**config.mk**
```make
export PLATFORM = sky130hd
export DESIGN_NAME = sgr_cell
export DESIGN_NICKNAME = d
export VERILOG_FILES = /design/src/rtl/sgr_pkg.sv /design/src/rtl/sgr_fpu.sv /design/src/rtl/sgr_fpdiv.sv /design/src/rtl/sgr_cell.sv
export SDC_FILE = /design/constraint.sdc
export NUM_CORES = 2
export LEC_CHECK = 0
export BUFFER_PORTS_ARGS = -buffer_cell sky130_fd_sc_hd__buf_2
export CAP_MARGIN = 40
export CORE_ASPECT_RATIO = 1.1
export CORE_MARGIN = 4
export CORE_UTILIZATION = 40
export CTS_BUF_LIST = sky130_fd_sc_hd__clkbuf_8
export DETAILED_ROUTE_END_ITERATION = 6
export GPL_TIMING_DRIVEN = 0
export PLACE_DENSITY_LB_ADDON = 0.05
export SYNTH_ARGS = -nofsm -noshare
export SYNTH_HDL_FRONTEND = slang
export SYNTH_SLANG_ARGS = --single-unit
```
**constraint.sdc**
```tcl
create_clock -name clk -period 32.7 [get_ports clk]
set_input_delay 3.27 -clock clk [delete_from_list [all_inputs] [get_ports clk]]
set_output_delay 3.27 -clock clk [all_outputs]
set_load 0.1 [all_outputs]
```
**src/rtl/sgr_pkg.sv**
```systemverilog
package sgr_pkg;

    localparam int FP_W   = 32;
    localparam int EXP_W  = 8;
    localparam int FRAC_W = 23;
    localparam int MANT_W = FRAC_W + 1;
    localparam int BIAS   = 127;
    localparam int EXP_MAX = (1 << EXP_W) - 1;

    typedef enum logic [1:0] {OP_LOAD, OP_BOUND, OP_INT} op_e;
    typedef enum logic [1:0] {PH_IDLE, PH_RUN, PH_DONE} phase_e;

    function automatic logic fp_zero(input logic [FP_W-1:0] a);
        return a[FP_W-2:FRAC_W] == '0;
    endfunction

    function automatic logic [FP_W-1:0] fp_neg(input logic [FP_W-1:0] a);
        return {~a[FP_W-1], a[FP_W-2:0]};
    endfunction

    function automatic logic [FP_W-1:0] fp_pack(input logic s, input int e,
                                                input logic [FRAC_W-1:0] f);
        if (e <= 0)
            return {s, {(FP_W-1){1'b0}}};
        if (e >= EXP_MAX)
            return {s, {EXP_W{1'b1}}, {FRAC_W{1'b0}}};
        return {s, EXP_W'(e), f};
    endfunction

    function automatic logic [FP_W-1:0] fp_mul(input logic [FP_W-1:0] a,
                                               input logic [FP_W-1:0] b);
        logic                  s;
        logic [2*MANT_W-1:0]   p;
        int                    e;
        logic [FRAC_W-1:0]     f;
        s = a[FP_W-1] ^ b[FP_W-1];
        if (fp_zero(a) || fp_zero(b))
            return {s, {(FP_W-1){1'b0}}};
        p = (2*MANT_W)'({1'b1, a[FRAC_W-1:0]}) * (2*MANT_W)'({1'b1, b[FRAC_W-1:0]});
        e = int'(a[FP_W-2:FRAC_W]) + int'(b[FP_W-2:FRAC_W]) - BIAS;
        if (p[2*MANT_W-1]) begin
            f = p[2*MANT_W-2:MANT_W];
            e = e + 1;
        end else begin
            f = p[2*MANT_W-3:MANT_W-1];
        end
        return fp_pack(s, e, f);
    endfunction

    function automatic logic [FP_W-1:0] fp_add(input logic [FP_W-1:0] a,
                                               input logic [FP_W-1:0] b);
        logic [FP_W-1:0]   x, y;
        logic [MANT_W+3:0] mx, my, m;
        int                e, d;
        if (fp_zero(a))
            return fp_zero(b) ? '0 : b;
        if (fp_zero(b))
            return a;
        if (a[FP_W-2:0] >= b[FP_W-2:0]) begin
            x = a; y = b;
        end else begin
            x = b; y = a;
        end
        e  = int'(x[FP_W-2:FRAC_W]);
        d  = e - int'(y[FP_W-2:FRAC_W]);
        mx = {2'b01, x[FRAC_W-1:0], 3'b000};
        my = {2'b01, y[FRAC_W-1:0], 3'b000};
        my = (d > MANT_W + 3) ? '0 : (my >> d);
        if (x[FP_W-1] == y[FP_W-1])
            m = mx + my;
        else
            m = mx - my;
        if (m == '0)
            return '0;
        if (m[MANT_W+3]) begin
            m = m >> 1;
            e = e + 1;
        end else begin
            for (int i = 0; i < MANT_W + 3; i++) begin
                if (!m[MANT_W+2]) begin
                    m = m << 1;
                    e = e - 1;
                end
            end
        end
        return fp_pack(x[FP_W-1], e, m[MANT_W+1:3]);
    endfunction

endpackage

```
**src/rtl/sgr_fpu.sv**
```systemverilog
module sgr_fpu
    import sgr_pkg::*;
(
    input  logic [FP_W-1:0] mul_a,
    input  logic [FP_W-1:0] mul_b,
    input  logic [FP_W-1:0] add_a,
    input  logic [FP_W-1:0] add_b,
    output logic [FP_W-1:0] prod,
    output logic [FP_W-1:0] sum
);
    always_comb begin
        prod = fp_mul(mul_a, mul_b);
        sum  = fp_add(add_a, add_b);
    end
endmodule

```
**src/rtl/sgr_fpdiv.sv**
```systemverilog
module sgr_fpdiv
    import sgr_pkg::*;
#(
    parameter int QBITS = MANT_W,
    localparam int REM_W = QBITS + 2,
    localparam int CNT_W = $clog2(QBITS + 1)
) (
    input  logic            clk,
    input  logic            rst_n,
    input  logic            start_i,
    input  logic [FP_W-1:0] num_i,
    input  logic [FP_W-1:0] den_i,
    output logic            busy_o,
    output logic            valid_o,
    output logic [FP_W-1:0] quot_o
);
    typedef struct packed {
        logic                     busy;
        logic                     valid;
        logic                     zero;
        logic                     sign;
        logic signed [EXP_W+1:0]  expo;
        logic [REM_W-1:0]         rem;
        logic [MANT_W-1:0]        den;
        logic [QBITS-1:0]         quot;
        logic [CNT_W-1:0]         cnt;
    } div_s;

    div_s st_d, st_q;

    always_comb begin
        int e;
        logic [MANT_W-1:0] mn, md;
        e    = 0;
        mn   = {1'b1, num_i[FRAC_W-1:0]};
        md   = {1'b1, den_i[FRAC_W-1:0]};
        st_d = st_q;
        if (start_i) begin
            st_d.busy  = 1'b0;
            st_d.valid = 1'b0;
            st_d.zero  = 1'b0;
            st_d.quot  = '0;
            st_d.sign  = num_i[FP_W-1] ^ den_i[FP_W-1];
            if (fp_zero(num_i) || fp_zero(den_i)) begin
                st_d.zero  = 1'b1;
                st_d.valid = 1'b1;
            end else begin
                e = int'(num_i[FP_W-2:FRAC_W]) - int'(den_i[FP_W-2:FRAC_W]) + BIAS;
                if (mn < md) begin
                    st_d.rem = REM_W'(mn) << 1;
                    e = e - 1;
                end else begin
                    st_d.rem = REM_W'(mn);
                end
                st_d.expo = (EXP_W+2)'(e);
                st_d.den  = md;
                st_d.cnt  = CNT_W'(QBITS);
                st_d.busy = 1'b1;
            end
        end else if (st_q.busy) begin
            if (st_q.rem >= REM_W'(st_q.den)) begin
                st_d.quot = {st_q.quot[QBITS-2:0], 1'b1};
                st_d.rem  = (st_q.rem - REM_W'(st_q.den)) << 1;
            end else begin
                st_d.quot = {st_q.quot[QBITS-2:0], 1'b0};
                st_d.rem  = st_q.rem << 1;
            end
            st_d.cnt = st_q.cnt - 1'b1;
            if (st_q.cnt == CNT_W'(1)) begin
                st_d.busy  = 1'b0;
                st_d.valid = 1'b1;
            end
        end
    end

    always_ff @(posedge clk or negedge rst_n) begin
        if (!rst_n)
            st_q <= '0;
        else
            st_q <= st_d;
    end

    always_comb begin
        busy_o  = st_q.busy;
        valid_o = st_q.valid;
        if (st_q.zero)
            quot_o = {st_q.sign, {(FP_W-1){1'b0}}};
        else
            quot_o = fp_pack(st_q.sign, int'(st_q.expo),
                             st_q.quot[QBITS-2 -: FRAC_W]);
    end


    div_start_chk: assert property (@(posedge clk) disable iff (!rst_n)
        start_i |=> !valid_o || st_q.zero);


    div_done_chk: assert property (@(posedge clk) disable iff (!rst_n)
        $fell(busy_o) |-> valid_o);

endmodule

```
**src/rtl/sgr_cell.sv**
```systemverilog
module sgr_cell
    import sgr_pkg::*;
#(
    parameter int LAT_BOUND = 40,
    parameter int LAT_INT   = 39,
    parameter int LAT_LOAD  = 2,
    localparam int CNT_W    = $clog2(LAT_BOUND + LAT_INT + 1),
    localparam int WORD_W   = 2 * FP_W,
    localparam logic [3:0] STEP_FIN = 4'hF
) (
    input  logic              clk,
    input  logic              rst_n,
    input  logic              in_valid,
    output logic              in_ready,
    input  logic [1:0]        in_mode,
    input  logic [WORD_W-1:0] in_word,
    input  logic [FP_W-1:0]   in_c,
    output logic              out_valid,
    input  logic              out_ready,
    output logic [WORD_W-1:0] out_word,
    output logic [FP_W-1:0]   out_c,
    output logic              busy
);
    typedef struct packed {
        phase_e             phase;
        op_e                op;
        logic [3:0]         step;
        logic [CNT_W-1:0]   cnt;
        logic               bypass;
        logic [FP_W-1:0]    w;
        logic [FP_W-1:0]    vk;
        logic [FP_W-1:0]    cin;
        logic [FP_W-1:0]    u;
        logic [FP_W-1:0]    v;
        logic [FP_W-1:0]    t1;
        logic [FP_W-1:0]    t2;
        logic [FP_W-1:0]    ubar;
        logic [FP_W-1:0]    vbar;
        logic [WORD_W-1:0]  res_word;
        logic [FP_W-1:0]    res_c;
    } cell_s;

    cell_s cs_d, cs_q;

    logic [FP_W-1:0] mul_a, mul_b, add_a, add_b, prod, sum;
    logic            dc_start, dw_start;
    logic [FP_W-1:0] dw_num, dw_den;
    logic            dc_busy, dc_valid, dw_busy, dw_valid;
    logic [FP_W-1:0] dc_quot, dw_quot;
    logic            commit;

    sgr_fpu u_fpu (
        .mul_a (mul_a), .mul_b (mul_b),
        .add_a (add_a), .add_b (add_b),
        .prod  (prod),  .sum   (sum)
    );

    // divider for the rotation factor c = vk / u
    sgr_fpdiv u_div_c (
        .clk (clk), .rst_n (rst_n), .start_i (dc_start),
        .num_i (cs_q.vk), .den_i (cs_q.u),
        .busy_o (dc_busy), .valid_o (dc_valid), .quot_o (dc_quot)
    );

    // divider for the new weight w * u / ubar
    sgr_fpdiv u_div_w (
        .clk (clk), .rst_n (rst_n), .start_i (dw_start),
        .num_i (dw_num), .den_i (dw_den),
        .busy_o (dw_busy), .valid_o (dw_valid), .quot_o (dw_quot)
    );

    function automatic logic [CNT_W-1:0] lat_of(input op_e o);
        case (o)
            OP_BOUND: return CNT_W'(LAT_BOUND - 1);
            OP_INT:   return CNT_W'(LAT_INT - 1);
            default:  return CNT_W'(LAT_LOAD - 1);
        endcase
    endfunction

    always_comb begin
        cs_d     = cs_q;
        mul_a    = '0;
        mul_b    = '0;
        add_a    = '0;
        add_b    = '0;
        dc_start = 1'b0;
        dw_start = 1'b0;
        dw_num   = cs_q.t2;
        dw_den   = cs_q.ubar;
        commit   = 1'b0;

        // arithmetic sequence, one micro-step per cycle
        if (cs_q.phase == PH_RUN && cs_q.step != STEP_FIN) begin
            unique case (cs_q.op)
                OP_BOUND: begin
                    case (cs_q.step)
                        4'd0: begin
                            mul_a = cs_q.vk; mul_b = cs_q.vk;
                            cs_d.t1 = prod;
                            if (fp_zero(cs_q.u)) begin
                                cs_d.bypass = 1'b1;
                                cs_d.step   = STEP_FIN;
                            end else begin
                                dc_start  = 1'b1;
                                cs_d.step = 4'd1;
                            end
                        end
                        4'd1: begin
                            mul_a = cs_q.w; mul_b = cs_q.t1;
                            cs_d.t1   = prod;
                            cs_d.step = 4'd2;
                        end
                        4'd2: begin
                            add_a = cs_q.u; add_b = cs_q.t1;
                            cs_d.ubar = sum;
                            cs_d.step = 4'd3;
                        end
                        4'd3: begin
                            mul_a = cs_q.w; mul_b = cs_q.u;
                            cs_d.t2 = prod;
                            if (fp_zero(cs_q.ubar)) begin
                                cs_d.bypass = 1'b1;
                                cs_d.step   = STEP_FIN;
                            end else begin
                                cs_d.step = 4'd4;
                            end
                        end
                        4'd4: begin
                            dw_start  = 1'b1;
                            cs_d.step = 4'd5;
                        end
                        default: begin
                            if (dc_valid && dw_valid && !dc_busy && !dw_busy)
                                cs_d.step = STEP_FIN;
                        end
                    endcase
                end
                OP_INT: begin
                    case (cs_q.step)
                        4'd0: begin
                            mul_a = cs_q.w; mul_b = cs_q.vk;
                            cs_d.t1   = prod;
                            cs_d.step = 4'd1;
                        end
                        4'd1: begin
                            mul_a = cs_q.t1; mul_b = cs_q.v;
                            cs_d.t1   = prod;
                            cs_d.step = 4'd2;
                        end
                        4'd2: begin
                            add_a = cs_q.u; add_b = cs_q.t1;
                            cs_d.ubar = sum;
                            cs_d.step = 4'd3;
                        end
                        4'd3: begin
                            mul_a = cs_q.cin; mul_b = cs_q.u;
                            cs_d.t2   = prod;
                            cs_d.step = 4'd4;
                        end
                        default: begin
                            add_a = cs_q.v; add_b = fp_neg(cs_q.t2);
                            cs_d.vbar = sum;
                            cs_d.step = STEP_FIN;
                        end
                    endcase
                end
                default: cs_d.step = STEP_FIN;
            endcase
        end

        // phase control and fixed-latency count
        unique case (cs_q.phase)
            PH_IDLE: begin
                if (in_valid) begin
                    cs_d.phase  = PH_RUN;
                    cs_d.w      = in_word[WORD_W-1:FP_W];
                    cs_d.vk     = in_word[FP_W-1:0];
                    cs_d.cin    = in_c;
                    cs_d.step   = 4'd0;
                    cs_d.bypass = 1'b0;
                    case (in_mode)
                        2'b01:   cs_d.op = OP_BOUND;
                        2'b10:   cs_d.op = OP_INT;
                        default: cs_d.op = OP_LOAD;
                    endcase
                    cs_d.cnt = lat_of(cs_d.op);
                end
            end
            PH_RUN: begin
                if (cs_q.cnt == '0 && cs_q.step == STEP_FIN) begin
                    commit     = 1'b1;
                    cs_d.phase = PH_DONE;
                end else if (cs_q.cnt != '0) begin
                    cs_d.cnt = cs_q.cnt - 1'b1;
                end
            end
            default: begin
                if (out_ready)
                    cs_d.phase = PH_IDLE;
            end
        endcase

        // result and state update at the end of the sequence
        if (commit) begin
            unique case (cs_q.op)
                OP_BOUND: begin
                    if (cs_q.bypass) begin
                        cs_d.res_word = {cs_q.w, cs_q.vk};
                        cs_d.res_c    = '0;
                    end else begin
                        cs_d.res_word = {dw_quot, cs_q.vk};
                        cs_d.res_c    = dc_quot;
                        cs_d.u        = cs_q.ubar;
                        cs_d.v        = cs_q.vk;
                    end
                end
                OP_INT: begin
                    cs_d.res_word = {cs_q.w, cs_q.vbar};
                    cs_d.res_c    = cs_q.cin;
                    cs_d.u        = cs_q.ubar;
                    cs_d.v        = cs_q.vbar;
                end
                default: begin
                    cs_d.res_word = {cs_q.u, cs_q.v};
                    cs_d.res_c    = '0;
                    cs_d.u        = cs_q.w;
                    cs_d.v        = cs_q.vk;
                end
            endcase
        end
    end

    always_ff @(posedge clk or negedge rst_n) begin
        if (!rst_n)
            cs_q <= '0;
        else
            cs_q <= cs_d;
    end

    assign in_ready  = (cs_q.phase == PH_IDLE);
    assign out_valid = (cs_q.phase == PH_DONE);
    assign busy      = (cs_q.phase != PH_IDLE);
    assign out_word  = cs_q.res_word;
    assign out_c     = cs_q.res_c;


    accept_block_chk: assert property (@(posedge clk) disable iff (!rst_n)
        in_valid && in_ready |=> busy && !in_ready && !out_valid);


    result_block_chk: assert property (@(posedge clk) disable iff (!rst_n)
        out_valid |-> !in_ready);


    stall_hold_chk: assert property (@(posedge clk) disable iff (!rst_n)
        out_valid && !out_ready |=> out_valid && $stable(out_word) && $stable(out_c));


    div_commit_chk: assert property (@(posedge clk) disable iff (!rst_n)
        commit && cs_q.op == OP_BOUND && !cs_q.bypass |-> dc_valid && dw_valid);


    no_early_done_chk: assert property (@(posedge clk) disable iff (!rst_n)
        $rose(out_valid) |-> $past(cs_q.cnt) == '0);

endmodule

```
==> flow_summary_export.csv <==
group,metric,value,unit
cells_and_area,syn_to_final_growth,11.3,%
cells_and_area,layout.cells.most_common,"nand2_1",
critical_path,critical_path_type,"flop to flop",
clocking,path_clk_slew,0.06,ns
timing,report.final.hold_viol_count,0,
logic_synthesis,synth.net_count,12100,
critical_path,worst-endpoint-required,33.46,ns
critical_path,startpoint_type,"flop",
timing,slew-limit-headroom,0.195,
routing,dr_total_vias,88700,
placed_design,gp_routability_congestion,1.06,
die,placeableCoreArea,212000,um^2
status,failed_checks,"design-rule violations",
clocking,worst_skew_pair.late_latency,0.87,ns
critical_path,worst_setup_path_end_kind,"flop",
cells_and_area,most-common-layout-cells,"1417 x nand2_1, 948 x nor2_1, 836 x inv_1",
timing,worst-slew-pin-transition,1.20,ns
run,max_cap_viol_count,0,
placed_design,detailed_place_hpwl,341000,um
grt,grt-ovfl-total,0,
logic_synthesis,post_synth_edffs,0,
die,floorplan.die.height,493,um
status,run_status,"finished with violations",
logic_synthesis,yosys_most_used_dff,"dfrtp_1",
clocking,post_cts_hold_buffer_count,0,
die,dieWidth,449,um
cells_and_area,nFillCells,21900,
routing,wirelength_per_cell,28.5,um
clocking,cts_htree_levels,3,
timing,setup_total_negative_slack,0,ns
critical_path,timing.critical_path.slowest_stage_cell,"a22oi_2",
clocking,clockBufferDepth,3,
logic_synthesis,avgSynthCellArea,7.73,um^2
die,start_util,0.403,
worst_hold_path,hold_path_class,"flop to flop",
grt,grt_start_max_net_pins,123,
routing,post_drt_via_cell_ratio,6.15,
critical_path,critical_path.max_fanout,19,
timing,final_critical_path_setup_slack,1.40,ns
routing,drt_iter0_drc,7943,
die,fp-row-count,177,
routing,final_antenna_net_count,0,
timing,worst_clock_skew,0.0897,ns
cells_and_area,layout-drive-gt1-share,0.110,
critical_path,worst_path_most_repeated_cell,"ha_1",
die,die_area,221000,um^2
die,boundaryPins,201,
critical_path,slowest_delay,0.65,ns
critical_path,cp_top_family,"adder cells",
cells_and_area,layout.nets,12600,
placed_design,io_buf_count,200,
logic_synthesis,ys_seq_elements,584,
grt,global_route_wire_length_before_repair,595000,um
grt,grt_util_all_layers,0.357,
cells_and_area,finalCoreUtilization,0.449,
logic_synthesis,yosys_warnings,0,
timing,min_period_over_period,0.957,
routing,drt_wl_total,411000,um
timing,fmax,31.9,MHz
clocking,cts_tree,"built",
logic_synthesis,synthesis.area,85600,um^2
grt,grt_antenna_before_repair,20,
logic_synthesis,syn-instance-count,11100,
logic_synthesis,postSynth.asyncResetShare,1.00,
grt,number_of_global_route_vias_before_repair,86900,
routing,drt_pre_antenna_iters,7,
timing,setup_violations,0,
timing,slew_violations,0,
timing,finalWorstPathRequiredPeriod,31.30,ns
critical_path,cp_data_arrival_time,32.06,ns
routing,detail_route.drc_violations,11,
clocking,clk_root_buffer_cell,"clkbuf_8",
logic_synthesis,yosys.cell_types.count,144,
logic_synthesis,synth_seq_area_share,0.171,
timing,hold_slack,0.450,ns
critical_path,critical_path.n_buffers_inverters,20,
clocking,clock_sink_count,584,
clocking,cts_buffers,109,
placed_design,post_place_setup_slack,-5.29,ns
-- final cells by class --
| cell class | instances | area, um^2 | area share |
|---|---|---|---|
| multi-input cells | 8978 | 65900 | 0.692 |
| flip-flops and latches | 584 | 14600 | 0.153 |
| well taps | 2774 | 3470 | 0.0364 |
| plain buffers | 689 | 3160 | 0.0332 |
| inverters | 815 | 3060 | 0.0321 |
| repair buffers | 373 | 2590 | 0.0272 |
| clock buffers | 138 | 1900 | 0.0199 |
| clock inverters | 60 | 526 | 0.00552 |
| diodes | 9 | 22.5 | 0.000236 |
-- cell usage after synthesis, types with 61 or more instances --
master,count,share of area
nor3_1,360,0.021
xor2_1,173,0.018
dfrtp_1,584,0.17
nand3_1,302,0.018
a21oi_1,591,0.035
o31ai_1,141,0.012
nor2b_1,153,0.011
nor2_1,961,0.042
nand4_1,141,0.010
fa_1,487,0.11
a211oi_1,140,0.012
mux2_2,162,0.021
and3_1,114,0.0083
or2_2,61,0.0045
nand2_1,1417,0.062
buf_4,99,0.0087
o211ai_1,93,0.0082
nand2b_1,95,0.0069
mux2i_1,264,0.031
o22a_1,61,0.0062
a22oi_1,188,0.016
buf_1,62,0.0027
o21a_1,78,0.0068
or3_1,86,0.0063
and2_1,118,0.0086
a21o_1,159,0.014
xnor2_1,410,0.042
clkbuf_1,491,0.022
ha_1,414,0.061
inv_1,807,0.035
nor4_1,105,0.0077
o22ai_1,107,0.0078
o21ai_0,568,0.033
a31oi_1,94,0.0069
-- state kept, by name (all words and copies together) (netlist names) --
name             cells
cs_q               240
dw_den              32
dw_num              32
out_c               32
out_word            64
u_div_c.busy_o       1
u_div_c.st_q        90
u_div_c.valid_o      1
u_div_w.busy_o       1
u_div_w.st_q        90
u_div_w.valid_o      1
-- logic make-up after synthesis --
family / after synthesis / synth area share
AOI/OAI and AO/OA: 2784 / 0.219
adders and majority gates: 902 / 0.175
muxes: 446 / 0.0572
DFF: 584 / 0.171
buffers and inverters: 1511 / 0.0714
xor gates and xnor gates: 628 / 0.0694
and+or+nand+nor: 4218 / 0.238
-- worst reg2reg max path: cells and delay by family (launching register included) --
family	cells	cell delay, ns
flops	1	0.35
buf+inv	20	4.52
compound gates	36	7.93
simple gates	38	6.69
fa+ha+maj	27	8.55
mux	13	2.50
xor+xnor	4	0.68
-- through the flow --
step           instance area, um^2  std cells
3_3_place_gp                 90100      14000
2_1_floorplan                85600      11100
4_1_cts                      94200      14400
6_report                     95200      14400
3_5_place_dp                 91400      14200
5_1_grt                      95200      14400
-- path summary, 6_finish.rpt --
path / to / start / slack, ns / depth (start not counted)
hold reg to reg: u_div_c.st_q[52] / u_div_c.st_q[52] / 0.45 / 2
max in group asynchronous: u_div_c.st_q[37] / rst_n / 28.69 / 3
hold / removal: u_div_c.st_q[52] / u_div_c.st_q[52] / 0.45 / 2
setup / recovery: dw_den[1] / cs_q[396] / 1.40 / 138
min in group asynchronous: cs_q[387] / rst_n / 2.38 / 1
setup reg to reg: dw_den[1] / cs_q[396] / 1.40 / 138
-- repair_timing --
item,CTS,global route
gates resized for setup,91,175
setup endpoints to repair,62,62
endpoints found under the hold margin,0,0
setup buffers,11,26
gates cloned,0,0
pin swaps,6,29
-- metal layers --
| metal | routed length [um] | part of all wire | global-route usage | up-vias |
|---|---|---|---|---|
| li1 | - | - | - | 40200 |
| met1 | 159000 | 0.39 | 0.422 | 43800 |
| met2 | 194000 | 0.47 | 0.611 | 3630 |
| met3 | 26400 | 0.064 | 0.0549 | 1035 |
| met4 | 31200 | 0.076 | 0.218 | 12 |
| met5 | 80 | 0.00019 | 0 | - |
Power is left out: the tool's default activity adds up to more than one toggle a clock period on the data nets, which glitch-free logic cannot reach.
